==> src/rtl/tmux_pkg.sv <==
package tmux_pkg;

    localparam logic [15:0] RXS_RD_MASK = 16'o173777;
    localparam logic [15:0] RXS_WR_MASK = 16'o003533;
    localparam logic [15:0] TXS_RD_MASK = 16'o100737;
    localparam logic [15:0] TXS_WR_MASK = 16'o000535;

    localparam int unsigned B_CD   = 2;
    localparam int unsigned B_CTS  = 1;
    localparam int unsigned B_PAR  = 5;
    localparam int unsigned B_IE   = 6;
    localparam int unsigned B_DONE = 7;
    localparam int unsigned B_OVR  = 12;
    localparam int unsigned B_RING = 13;
    localparam int unsigned B_CCH  = 14;
    localparam int unsigned B_SUM  = 15;

    typedef enum logic [1:0] {
        SEL_RXS = 2'd0,
        SEL_RXB = 2'd1,
        SEL_TXS = 2'd2,
        SEL_TXB = 2'd3
    } reg_sel_e;

    typedef enum logic [1:0] {
        PAR_KEEP  = 2'd0,
        PAR_ODD   = 2'd1,
        PAR_EVEN  = 2'd2,
        PAR_KEEP2 = 2'd3
    } par_mode_e;

    typedef struct packed {
        logic [15:0] rx_csr;
        logic [7:0]  rx_buf;
        logic [15:0] tx_csr;
        logic [7:0]  tx_buf;
        logic        rx_irq;
        logic        tx_irq;
    } line_state_t;

    // bit that makes a 7-bit value odd-weight when placed on top
    function automatic logic odd_fill(input logic [6:0] v);
        return ~(^v);
    endfunction

endpackage

==> src/rtl/tmux_addr_dec.sv <==
module tmux_addr_dec
    import tmux_pkg::*;
#(
    parameter int unsigned          ADDR_W    = 16,
    parameter int unsigned          LINE_W    = 4,
    parameter logic [ADDR_W-1:0]    BASE_ADDR = '0
) (
    input  logic [ADDR_W-1:0] addr,
    output logic [LINE_W-1:0] line,
    output reg_sel_e          sel,
    output logic              hi_byte
);
    logic [ADDR_W-1:0] offset;

    always_comb begin
        offset  = addr - BASE_ADDR;
        line    = offset[LINE_W+2:3];
        sel     = reg_sel_e'(addr[2:1]);
        hi_byte = addr[0];
    end

    logic unused_offset;
    assign unused_offset = ^{offset[ADDR_W-1:LINE_W+3], offset[2:0]};
endmodule

==> src/rtl/tmux_rx_shape.sv <==
module tmux_rx_shape
    import tmux_pkg::*;
(
    input  par_mode_e  mode,
    input  logic [7:0] char_in,
    output logic [7:0] char_out,
    output logic       odd_flag
);
    logic fill;

    always_comb begin
        fill = odd_fill(char_in[6:0]);
        unique case (mode)
            PAR_ODD:  char_out = {fill, char_in[6:0]};
            PAR_EVEN: char_out = {~fill, char_in[6:0]};
            default:  char_out = char_in;
        endcase
        odd_flag = (char_out[7] == odd_fill(char_out[6:0]));
    end
endmodule

==> src/rtl/tmux_line_regs.sv <==
module tmux_line_regs
    import tmux_pkg::*;
(
    input  logic        clk,
    input  logic        rst_n,
    input  logic        acc_wr,
    input  logic        acc_rd,
    input  reg_sel_e    sel,
    input  logic        byte_wr,
    input  logic        hi_byte,
    input  logic [15:0] wdata,
    input  logic        rx_put,
    input  logic [7:0]  rx_data,
    input  logic        rx_odd,
    input  logic        st_upd,
    input  logic        st_cd,
    input  logic        st_ring,
    input  logic        st_cch,
    input  logic        st_cts,
    input  logic        tx_fin,
    output logic [15:0] rd_val,
    output logic        rx_irq,
    output logic        tx_irq,
    output logic [7:0]  tx_buf
);
    line_state_t q, d;
    logic [15:0] cur_word;
    logic [15:0] merged;
    logic        err_any;

    always_comb begin
        cur_word = (sel == SEL_TXS) ? q.tx_csr : q.rx_csr;
        if (!byte_wr)
            merged = wdata;
        else if (hi_byte)
            merged = {wdata[7:0], cur_word[7:0]};
        else
            merged = {cur_word[15:8], wdata[7:0]};
        err_any = q.rx_csr[B_OVR] | q.rx_csr[B_RING] | q.rx_csr[B_CCH];

        d = q;
        // bus side
        if (acc_wr) begin
            unique case (sel)
                SEL_RXS: begin
                    if (!merged[B_IE])
                        d.rx_irq = 1'b0;
                    else if (q.rx_csr[B_DONE] && !q.rx_csr[B_IE])
                        d.rx_irq = 1'b1;
                    d.rx_csr = (q.rx_csr & ~RXS_WR_MASK) | (merged & RXS_WR_MASK);
                end
                SEL_TXS: begin
                    if (!merged[B_IE])
                        d.tx_irq = 1'b0;
                    else if (q.tx_csr[B_DONE] && !q.tx_csr[B_IE])
                        d.tx_irq = 1'b1;
                    d.tx_csr = (q.tx_csr & ~TXS_WR_MASK) | (merged & TXS_WR_MASK);
                end
                SEL_TXB: begin
                    if (!hi_byte)
                        d.tx_buf = wdata[7:0];
                    d.tx_csr[B_DONE] = 1'b0;
                    d.tx_irq         = 1'b0;
                end
                default: ;
            endcase
        end else if (acc_rd) begin
            if (sel == SEL_RXS) begin
                d.rx_csr[B_DONE] = 1'b0;
                d.rx_csr[B_OVR]  = 1'b0;
                d.rx_csr[B_RING] = 1'b0;
                d.rx_csr[B_CCH]  = 1'b0;
            end else if (sel == SEL_RXB) begin
                d.rx_irq = 1'b0;
            end
        end
        // line status source
        if (st_upd) begin
            d.rx_csr[B_CD] = st_cd;
            d.tx_csr[B_CTS] = st_cts;
            if (st_ring) d.rx_csr[B_RING] = 1'b1;
            if (st_cch)  d.rx_csr[B_CCH]  = 1'b1;
        end
        // receiver, applied after any clear-on-read of this cycle
        if (rx_put) begin
            if (d.rx_csr[B_DONE])
                d.rx_csr[B_OVR] = 1'b1;
            else
                d.rx_csr[B_DONE] = 1'b1;
            d.rx_buf        = rx_data;
            d.rx_csr[B_PAR] = rx_odd;
            if (d.rx_csr[B_IE])
                d.rx_irq = 1'b1;
        end
        // transmitter completion
        if (tx_fin) begin
            d.tx_csr[B_DONE] = 1'b1;
            if (d.tx_csr[B_IE])
                d.tx_irq = 1'b1;
        end
    end

    always_ff @(posedge clk) begin
        if (!rst_n) begin
            q <= '0;
            q.tx_csr[B_DONE] <= 1'b1;
        end else begin
            q <= d;
        end
    end

    always_comb begin
        unique case (sel)
            SEL_RXS: rd_val = (q.rx_csr | {err_any, 15'b0}) & RXS_RD_MASK;
            SEL_RXB: rd_val = {8'h00, q.rx_buf};
            SEL_TXS: rd_val = q.tx_csr & TXS_RD_MASK;
            default: rd_val = {8'h00, q.tx_buf};
        endcase
    end

    assign rx_irq = q.rx_irq;
    assign tx_irq = q.tx_irq;
    assign tx_buf = q.tx_buf;

    assert_rx_irq_needs_ie_R10: assert property (@(posedge clk) disable iff (!rst_n)
        q.rx_irq |-> q.rx_csr[B_IE]);
    assert_tx_irq_needs_ie_R10: assert property (@(posedge clk) disable iff (!rst_n)
        q.tx_irq |-> q.tx_csr[B_IE]);
    assert_txb_write_clears_done_R11: assert property (@(posedge clk) disable iff (!rst_n)
        (acc_wr && sel == SEL_TXB && !tx_fin) |=> !q.tx_csr[B_DONE] && !q.tx_irq);
    assert_overrun_on_unread_R7: assert property (@(posedge clk) disable iff (!rst_n)
        (rx_put && q.rx_csr[B_DONE] && !(acc_rd && sel == SEL_RXS)) |=> q.rx_csr[B_OVR]);
    assert_read_clears_status_R6: assert property (@(posedge clk) disable iff (!rst_n)
        (acc_rd && !acc_wr && sel == SEL_RXS && !rx_put && !st_upd)
        |=> (q.rx_csr[14:12] == 3'b000 && !q.rx_csr[B_DONE]));
    assert_rxb_write_ignored_R9: assert property (@(posedge clk) disable iff (!rst_n)
        (acc_wr && sel == SEL_RXB && !rx_put) |=> $stable(q.rx_buf));
endmodule

==> src/rtl/tmux_csr_bank.sv <==
module tmux_csr_bank
    import tmux_pkg::*;
#(
    parameter int unsigned       NUM_LINES = 16,
    parameter int unsigned       ADDR_W    = 16,
    parameter logic [ADDR_W-1:0] BASE_ADDR = 'hE000,
    localparam int unsigned      LINE_W    = (NUM_LINES > 1) ? $clog2(NUM_LINES) : 1
) (
    input  logic                 clk,
    input  logic                 rst_n,
    input  logic                 bus_sel,
    input  logic                 bus_wr,
    input  logic                 bus_byte,
    input  logic [ADDR_W-1:0]    bus_addr,
    input  logic [15:0]          bus_wdata,
    output logic [15:0]          bus_rdata,
    input  logic [1:0]           par_mode,
    input  logic                 rx_valid,
    input  logic [LINE_W-1:0]    rx_line,
    input  logic [7:0]           rx_char,
    input  logic                 st_upd,
    input  logic [LINE_W-1:0]    st_line,
    input  logic                 st_cd,
    input  logic                 st_ring,
    input  logic                 st_cch,
    input  logic                 st_cts,
    input  logic                 tx_done_vld,
    input  logic [LINE_W-1:0]    tx_done_line,
    output logic                 tx_start_vld,
    output logic [LINE_W-1:0]    tx_start_line,
    output logic [7:0]           tx_start_data,
    output logic [NUM_LINES-1:0] rx_irq,
    output logic [NUM_LINES-1:0] tx_irq
);
    typedef struct packed {
        logic              vld;
        logic [LINE_W-1:0] line;
        logic [7:0]        data;
    } start_t;

    logic [LINE_W-1:0] dec_line;
    reg_sel_e          dec_sel;
    logic              dec_hi;
    logic [7:0]        rx_shaped;
    logic              rx_odd;
    logic [15:0]       rd_val  [NUM_LINES];
    logic [7:0]        txb_all [NUM_LINES];
    start_t            start_d, start_q;

    tmux_addr_dec #(
        .ADDR_W    (ADDR_W),
        .LINE_W    (LINE_W),
        .BASE_ADDR (BASE_ADDR)
    ) addr_dec_i (
        .addr    (bus_addr),
        .line    (dec_line),
        .sel     (dec_sel),
        .hi_byte (dec_hi)
    );

    tmux_rx_shape rx_shape_i (
        .mode     (par_mode_e'(par_mode)),
        .char_in  (rx_char),
        .char_out (rx_shaped),
        .odd_flag (rx_odd)
    );

    for (genvar g = 0; g < NUM_LINES; g++) begin : g_line
        logic hit;
        assign hit = (dec_line == LINE_W'(g));
        tmux_line_regs line_i (
            .clk     (clk),
            .rst_n   (rst_n),
            .acc_wr  (bus_sel && bus_wr && hit),
            .acc_rd  (bus_sel && !bus_wr && hit),
            .sel     (dec_sel),
            .byte_wr (bus_byte),
            .hi_byte (dec_hi),
            .wdata   (bus_wdata),
            .rx_put  (rx_valid && rx_line == LINE_W'(g)),
            .rx_data (rx_shaped),
            .rx_odd  (rx_odd),
            .st_upd  (st_upd && st_line == LINE_W'(g)),
            .st_cd   (st_cd),
            .st_ring (st_ring),
            .st_cch  (st_cch),
            .st_cts  (st_cts),
            .tx_fin  (tx_done_vld && tx_done_line == LINE_W'(g)),
            .rd_val  (rd_val[g]),
            .rx_irq  (rx_irq[g]),
            .tx_irq  (tx_irq[g]),
            .tx_buf  (txb_all[g])
        );
    end

    always_comb begin
        bus_rdata = (bus_sel && !bus_wr) ? rd_val[dec_line] : 16'h0000;

        start_d      = '0;
        start_d.vld  = bus_sel && bus_wr && (dec_sel == SEL_TXB);
        start_d.line = dec_line;
        start_d.data = dec_hi ? txb_all[dec_line] : bus_wdata[7:0];
    end

    always_ff @(posedge clk) begin
        if (!rst_n)
            start_q <= '0;
        else
            start_q <= start_d;
    end

    assign tx_start_vld  = start_q.vld;
    assign tx_start_line = start_q.line;
    assign tx_start_data = start_q.data;

    assert_start_follows_write_R11: assert property (@(posedge clk) disable iff (!rst_n)
        (bus_sel && bus_wr && dec_sel == SEL_TXB) |=> tx_start_vld);
    assert_start_only_after_write_R11: assert property (@(posedge clk) disable iff (!rst_n)
        tx_start_vld |-> $past(bus_sel && bus_wr));
endmodule

==> config.mk <==
export PLATFORM = sky130hd
export DESIGN_NAME = tmux_csr_bank
export DESIGN_NICKNAME = d
export VERILOG_FILES = /design/src/rtl/tmux_pkg.sv /design/src/rtl/tmux_addr_dec.sv /design/src/rtl/tmux_rx_shape.sv /design/src/rtl/tmux_line_regs.sv /design/src/rtl/tmux_csr_bank.sv
export SDC_FILE = /design/constraint.sdc
export NUM_CORES = 2
export LEC_CHECK = 0
export ABC_AREA = 0
export BUFFER_PORTS_ARGS = -buffer_cell sky130_fd_sc_hd__buf_4
export CAP_MARGIN = 20
export CORE_MARGIN = 2
export CORE_UTILIZATION = 35
export DETAILED_ROUTE_END_ITERATION = 10
export PLACE_DENSITY = 0.47
export SYNTH_ARGS = -nofsm -noshare
export SYNTH_HDL_FRONTEND = slang
export SYNTH_HIERARCHICAL = 1
export SYNTH_SLANG_ARGS = --single-unit
==> constraint.sdc <==
create_clock -name clk -period 3.09 [get_ports clk]
set_input_delay 0.309 -clock clk [delete_from_list [all_inputs] [get_ports clk]]
set_output_delay 0.309 -clock clk [all_outputs]
set_load 0.02 [all_outputs]
# Yosys cells after proc, flatten, opt, wreduce, memory -nomap -nowiden
# Cells that the tools add are included.
dict set report classes {
  n_addsub 1
  order_cmp 1
  n_eq_ne 66
  muxes 665
  bitwise 85
  n_reduce_logical 364
}
# cell count
set op_table {}
lappend op_table {{one-hot mux 16 bit (3 select lines)} 16}
lappend op_table {{2-to-1 mux 11 bit} 48}
lappend op_table {{2-to-1 mux 15 bit} 32}
lappend op_table {{2-to-1 mux 1 bit} 400}
lappend op_table {{2-to-1 mux 8 bit} 35}
lappend op_table {{bitwise OR 16 x 11 -> 16 bit} 16}
lappend op_table {{bitwise OR 16 bit} 16}
lappend op_table {{bitwise OR 16 x 9 -> 16 bit} 16}
lappend op_table {{2-to-1 mux 7 bit} 32}
lappend op_table {{AND reduction 2 bit} 96}
lappend op_table {{nonzero test 2 bit} 81}
lappend op_table {{2-to-1 mux 3 bit} 48}
lappend op_table {{== test 4 bit, second input constant} 32}
lappend op_table {{logical AND 1 bit} 115}
lappend op_table {{binary-select mux 16 bit (select 4 bit)} 1}
lappend op_table {{== test 4 x 3 -> 1 bit, second input constant} 16}
lappend op_table {{one-hot mux 1 bit (2 select lines)} 32}
lappend op_table {{2-to-1 mux 16 bit} 3}
lappend op_table {{AND reduction 3 bit} 16}
lappend op_table {{zero test 1 bit} 33}
lappend op_table {{binary-select mux 8 bit (select 4 bit)} 1}
lappend op_table {{== test 4 x 2 -> 1 bit, second input constant} 8}
lappend op_table {{2-to-1 mux 2 bit} 16}
lappend op_table {{bitwise OR 1 bit} 32}
lappend op_table {{13 further kinds} 41}
dict set report word_totals {
  regBits 813
  in_bits 66
  out_inout_bits 61
  wordCells 1377
}

# Logic depth before layout (Yosys ltp)
dict set report depth {
  word_depth 9
  depth_mapped 14
}

# Cells and area by module
# Netlist, hierarchy kept.
# mod instances cells_per_inst area_each_um2
set by_module_without_submodules {}
lappend by_module_without_submodules {tmux_line_regs 16 220 2064.5}
lappend by_module_without_submodules {tmux_csr_bank 1 417 4056.4}
lappend by_module_without_submodules {tmux_rx_shape 1 24 215.2}
lappend by_module_without_submodules {tmux_addr_dec 1 7 52.6}

# Worst setup path after synthesis
# OpenSTA, ideal clock, no wires.
dict set report synth_timing {
  kind {in2out}
  startpoint {in bus_addr[2]}
  endpoint {out bus_rdata[1]}
  arrival_time_ps 2424
  required_ps 2781
  slack_ps 357
  cell_stages 7
  cell_sequence {buf_4 > buf_2 > buf_2 > mux4_2 > mux4_2 > mux2i_1 > o22ai_1}
}
# element line
set synth_rtl {}
lappend synth_rtl {{start: declaration} tmux_csr_bank.sv:14} ;# input logic [ADDR_W-1:0] bus_addr,
lappend synth_rtl {{end: declaration} tmux_csr_bank.sv:16} ;# output logic [15:0] bus_rdata,

==> qor.csv <==
stage;metric;value;unit
global_routing;grt_antenna_before_repair;5;
logic_synthesis;yosys-top-cells-area;dfxtp_1 35%, mux4_2 11%, mux2i_1 7.1%;
setup_path;crit_path_end_kind;output pin;
routing;antenna_left;0;
setup_path;worstReg2RegStart;g_line[2].line_i/tx_buf[0]$_SDFFE_PN0P_;
setup_path;cp.required;2.78;ns
global_routing;grt_max_degree;78;
placed_design;place_congestion;0.879;
outcome;run_status;finished clean;
clocking;cts.reportedPaths.clkPinSlew;0.06;ns
setup_path;cp_top_family;multiplexers;
final_layout;postLayoutCellArea;42500;µm²
setup_path;cp.arrival;2.77;ns
global_routing;grt_pass1_vias;29600;
final_layout;syn_to_final_growth;13.9;%
power_and_ir_drop;leakagePower;0.0150;µW
logic_synthesis;yosys.cell_types.count;54;
power_and_ir_drop;powerDensity;482;nW/µm²
floorplanning;io_pins;127;
placed_design;placed_cell_area;39600;µm²
setup_path;critPathSlowestCell;mux4_2;
logic_synthesis;postSynthAreaPerCell;9.41;µm²
placed_design;portBuffers;111;
timing;drv_slew;0;
timing;fmaxAchievable;325;MHz
final_layout;final_core_util;0.403;
timing;finalSetupViolCount;0;
timing;slew_headroom;0.458;
global_routing;grt_remaining_overflow;0;
setup_path;crit_fanout;3;
placed_design;dp_hpwl;108;mm
timing;fin_crit;3.07;ns
setup_path;critPathLaunchType;flop;
setup_path;critical_path.max_stage_delay;0.61;ns
clocking;cts_tree;built;
hold_path;min_from;bus_addr[6];
hold_path;hold_path.class;in2reg;
setup_path;crit_chain;mux4_2 > mux4_2 > mux2i_2 > buf_4 > o22ai_2 > buf_6;
clocking;cts-root-buf;clkbuf_16;
routing;avgViaCountPerCell;5.67;
clocking;cts_buffer_depth;3;
global_routing;grt_usage;0.270;
logic_synthesis;synth_fp_nets;4037;
setup_path;critical_path_class;reg2out;
placed_design;dpl.cell_count;5296;
final_layout;stdcell_count;5448;
clocking;htreeDepth;3;
routing;postRouteWirelength;149;mm
routing;drc;0;
power_and_ir_drop;peakVddDrop;0.333;mV
clocking;numCtsBuffers;82;
timing;hold_violations;0;
floorplanning;die_h;331;µm
clocking;clk_latency;0.66;ns
routing;num_vias;30900;
floorplanning;fp.dieArea;109000;µm²
logic_synthesis;synth-edff-count;0;
logic_synthesis;yosys_warnings;6;
run;cap_violations;0;
timing;rsz0062_at_grt;true;
timing;period_share;0.995;
floorplanning;rows;119;
logic_synthesis;synthCells;3968;
floorplanning;core;106000;µm²
setup_path;path_buf_inv;2;
logic_synthesis;ys_seq_area_frac;0.350;
final_layout;layout.nets;4061;
logic_synthesis;syn_area;37400;µm²
logic_synthesis;ys_ff_latch;653;
floorplanning;start_util;0.354;
final_layout;mostFrequentLayoutCells;636 x dfxtp_1, 465 x nand2_1, 302 x buf_4;
logic_synthesis;async_flop_share;0;
global_routing;grt_pass1_wl;216;mm
routing;firstDrtPassIters;6;
setup_path;crit_top_cell;mux4_2;
logic_synthesis;ys.flop_type;dfxtp_1;
routing;wire_per_inst;27.4;µm
clocking;cts_sinks;653;
final_layout;mostFrequentLayoutCell;dfxtp_1;
timing;fin_skew;0.0262;ns
setup_path;startpoint;g_line[9].line_i/tx_buf[0]$_SDFFE_PN0P_;
logic_synthesis;synth_top_area_cell;dfxtp_1;
logic_synthesis;synth_top_area_frac;0.350;
floorplanning;die_width;331;µm
routing;drt-initial-drc-count;2874;
timing;tightest_slew;0.807;ns
final_layout;layout-drive-gt1-share;0.198;
-- synth_stat cells, types with 17 or more instances --
library cell  number
nor3b_1           32
nor2_1           178
or3b_1            18
buf_4            183
clkbuf_1          89
or3_1             17
o21ai_0          118
buf_2            113
and3b_1           64
o22ai_1           31
o211ai_1          17
nand2b_1          43
nand3b_1          57
a32o_1            32
mux2i_1          266
a21oi_1           32
mux4_2           187
buf_6             17
nor2b_1          260
a31oi_1           53
a211oi_1          80
o31ai_1           96
inv_1             50
nand2_1          465
dfxtp_1          653
a21boi_0         192
and2_1           213
or2_2             17
mux2_2            51
and3_1            32
nand3_1           95
-- cell families (layout without fill, tap and decap cells) --
group | after synthesis | after routing | synth area share
DFF | 653 | 653 | 0.350
other | 16 | 17 | 0.00161
buffers and inverters | 458 | 546 | 0.0725
AOI/OAI and AO/OA | 788 | 788 | 0.150
and+or+nand+nor | 1542 | 1542 | 0.224
muxes | 504 | 504 | 0.199
adders and majority gates | 3 | 3 | 0.00100
xor gates and xnor gates | 4 | 4 | 0.00188
-- sequential cells by signal (all words and copies together), names as in the netlist --
signal and cells:
tx_start_line 4, tx_start_vld 1, g_line.line_i/rx_irq 16, g_line.line_i/tx_buf 128
g_line.line_i/q 480, g_line.line_i/tx_irq 16, tx_start_data 8
-- area by class of cell --
type / count / area (µm²)
fill: 10500 / 63000
multi-input combinational: 2857 / 21700
sequential: 653 / 13100
timing repair buffer: 348 / 3100
clock buffer: 124 / 2440
tap: 1391 / 1740
clock inverter: 24 / 256
inverter: 50 / 188
antenna: 1 / 2.50
-- worst register-to-register path, delay by kind of cell, from the launching register on --
kind / cells / cell delay (ns)
mux: 1 / 0.48
compound gates: 2 / 0.43
flops: 1 / 0.35
simple gates: 1 / 0.34
buf+inv: 1 / 0.22
-- report_power, final --
group | switching [µW] | internal, µW | total (µW)
clock network | 4040 | 5860 | 9890
logic | 1340 | 738 | 2080
registers | 41.6 | 8480 | 8520
total | 5420 | 15100 | 20500
-- stage by stage --
stage	total power [µW]	TNS, ns	hold WS (ns)	worst slack, ns
6_report	20500	0	0.0737	0.0159
5_1_grt	21100	-0.00659	0.0449	-0.00659
4_1_cts	20600	-0.0206	0.0286	-0.0142
3_5_place_dp	10700	-0.0462	0.447	-0.0261
3_3_place_gp	10700	-0.0799	0.441	-0.0436
2_1_floorplan	9790	0	0.428	0.357
-- worst paths after layout --
kind         slack (ns)                                  to  depth (start not counted)
max                0.02                        bus_rdata[0]                          6
max reg2reg        1.18         tx_start_data[0]$_SDFF_PN0_                          5
min                0.07         tx_start_line[3]$_SDFF_PN0_                          2
min reg2reg        0.46  g_line[13].line_i/q[47]$_SDFF_PN0_                          1
-- layer usage --
layer / track usage / routed length, µm / share of wire
met1: 0.404 / 71100 / 0.48
met2: 0.405 / 64500 / 0.43
met3: 0.0426 / 10500 / 0.071
met4: 0.0606 / 2880 / 0.019
met5: 0 / 13 / 0.000087
-- what timing repair did --
item | in CTS | in global routing
pin swaps | 0 | 0
gates resized for setup | 29 | 15
setup buffers | 1 | 0
hold buffers | 2 | 0
endpoints found under the setup margin | 7 | 6
hold endpoints to repair | 2 | 0
Note: power is estimated with default switching activity, not from simulation.
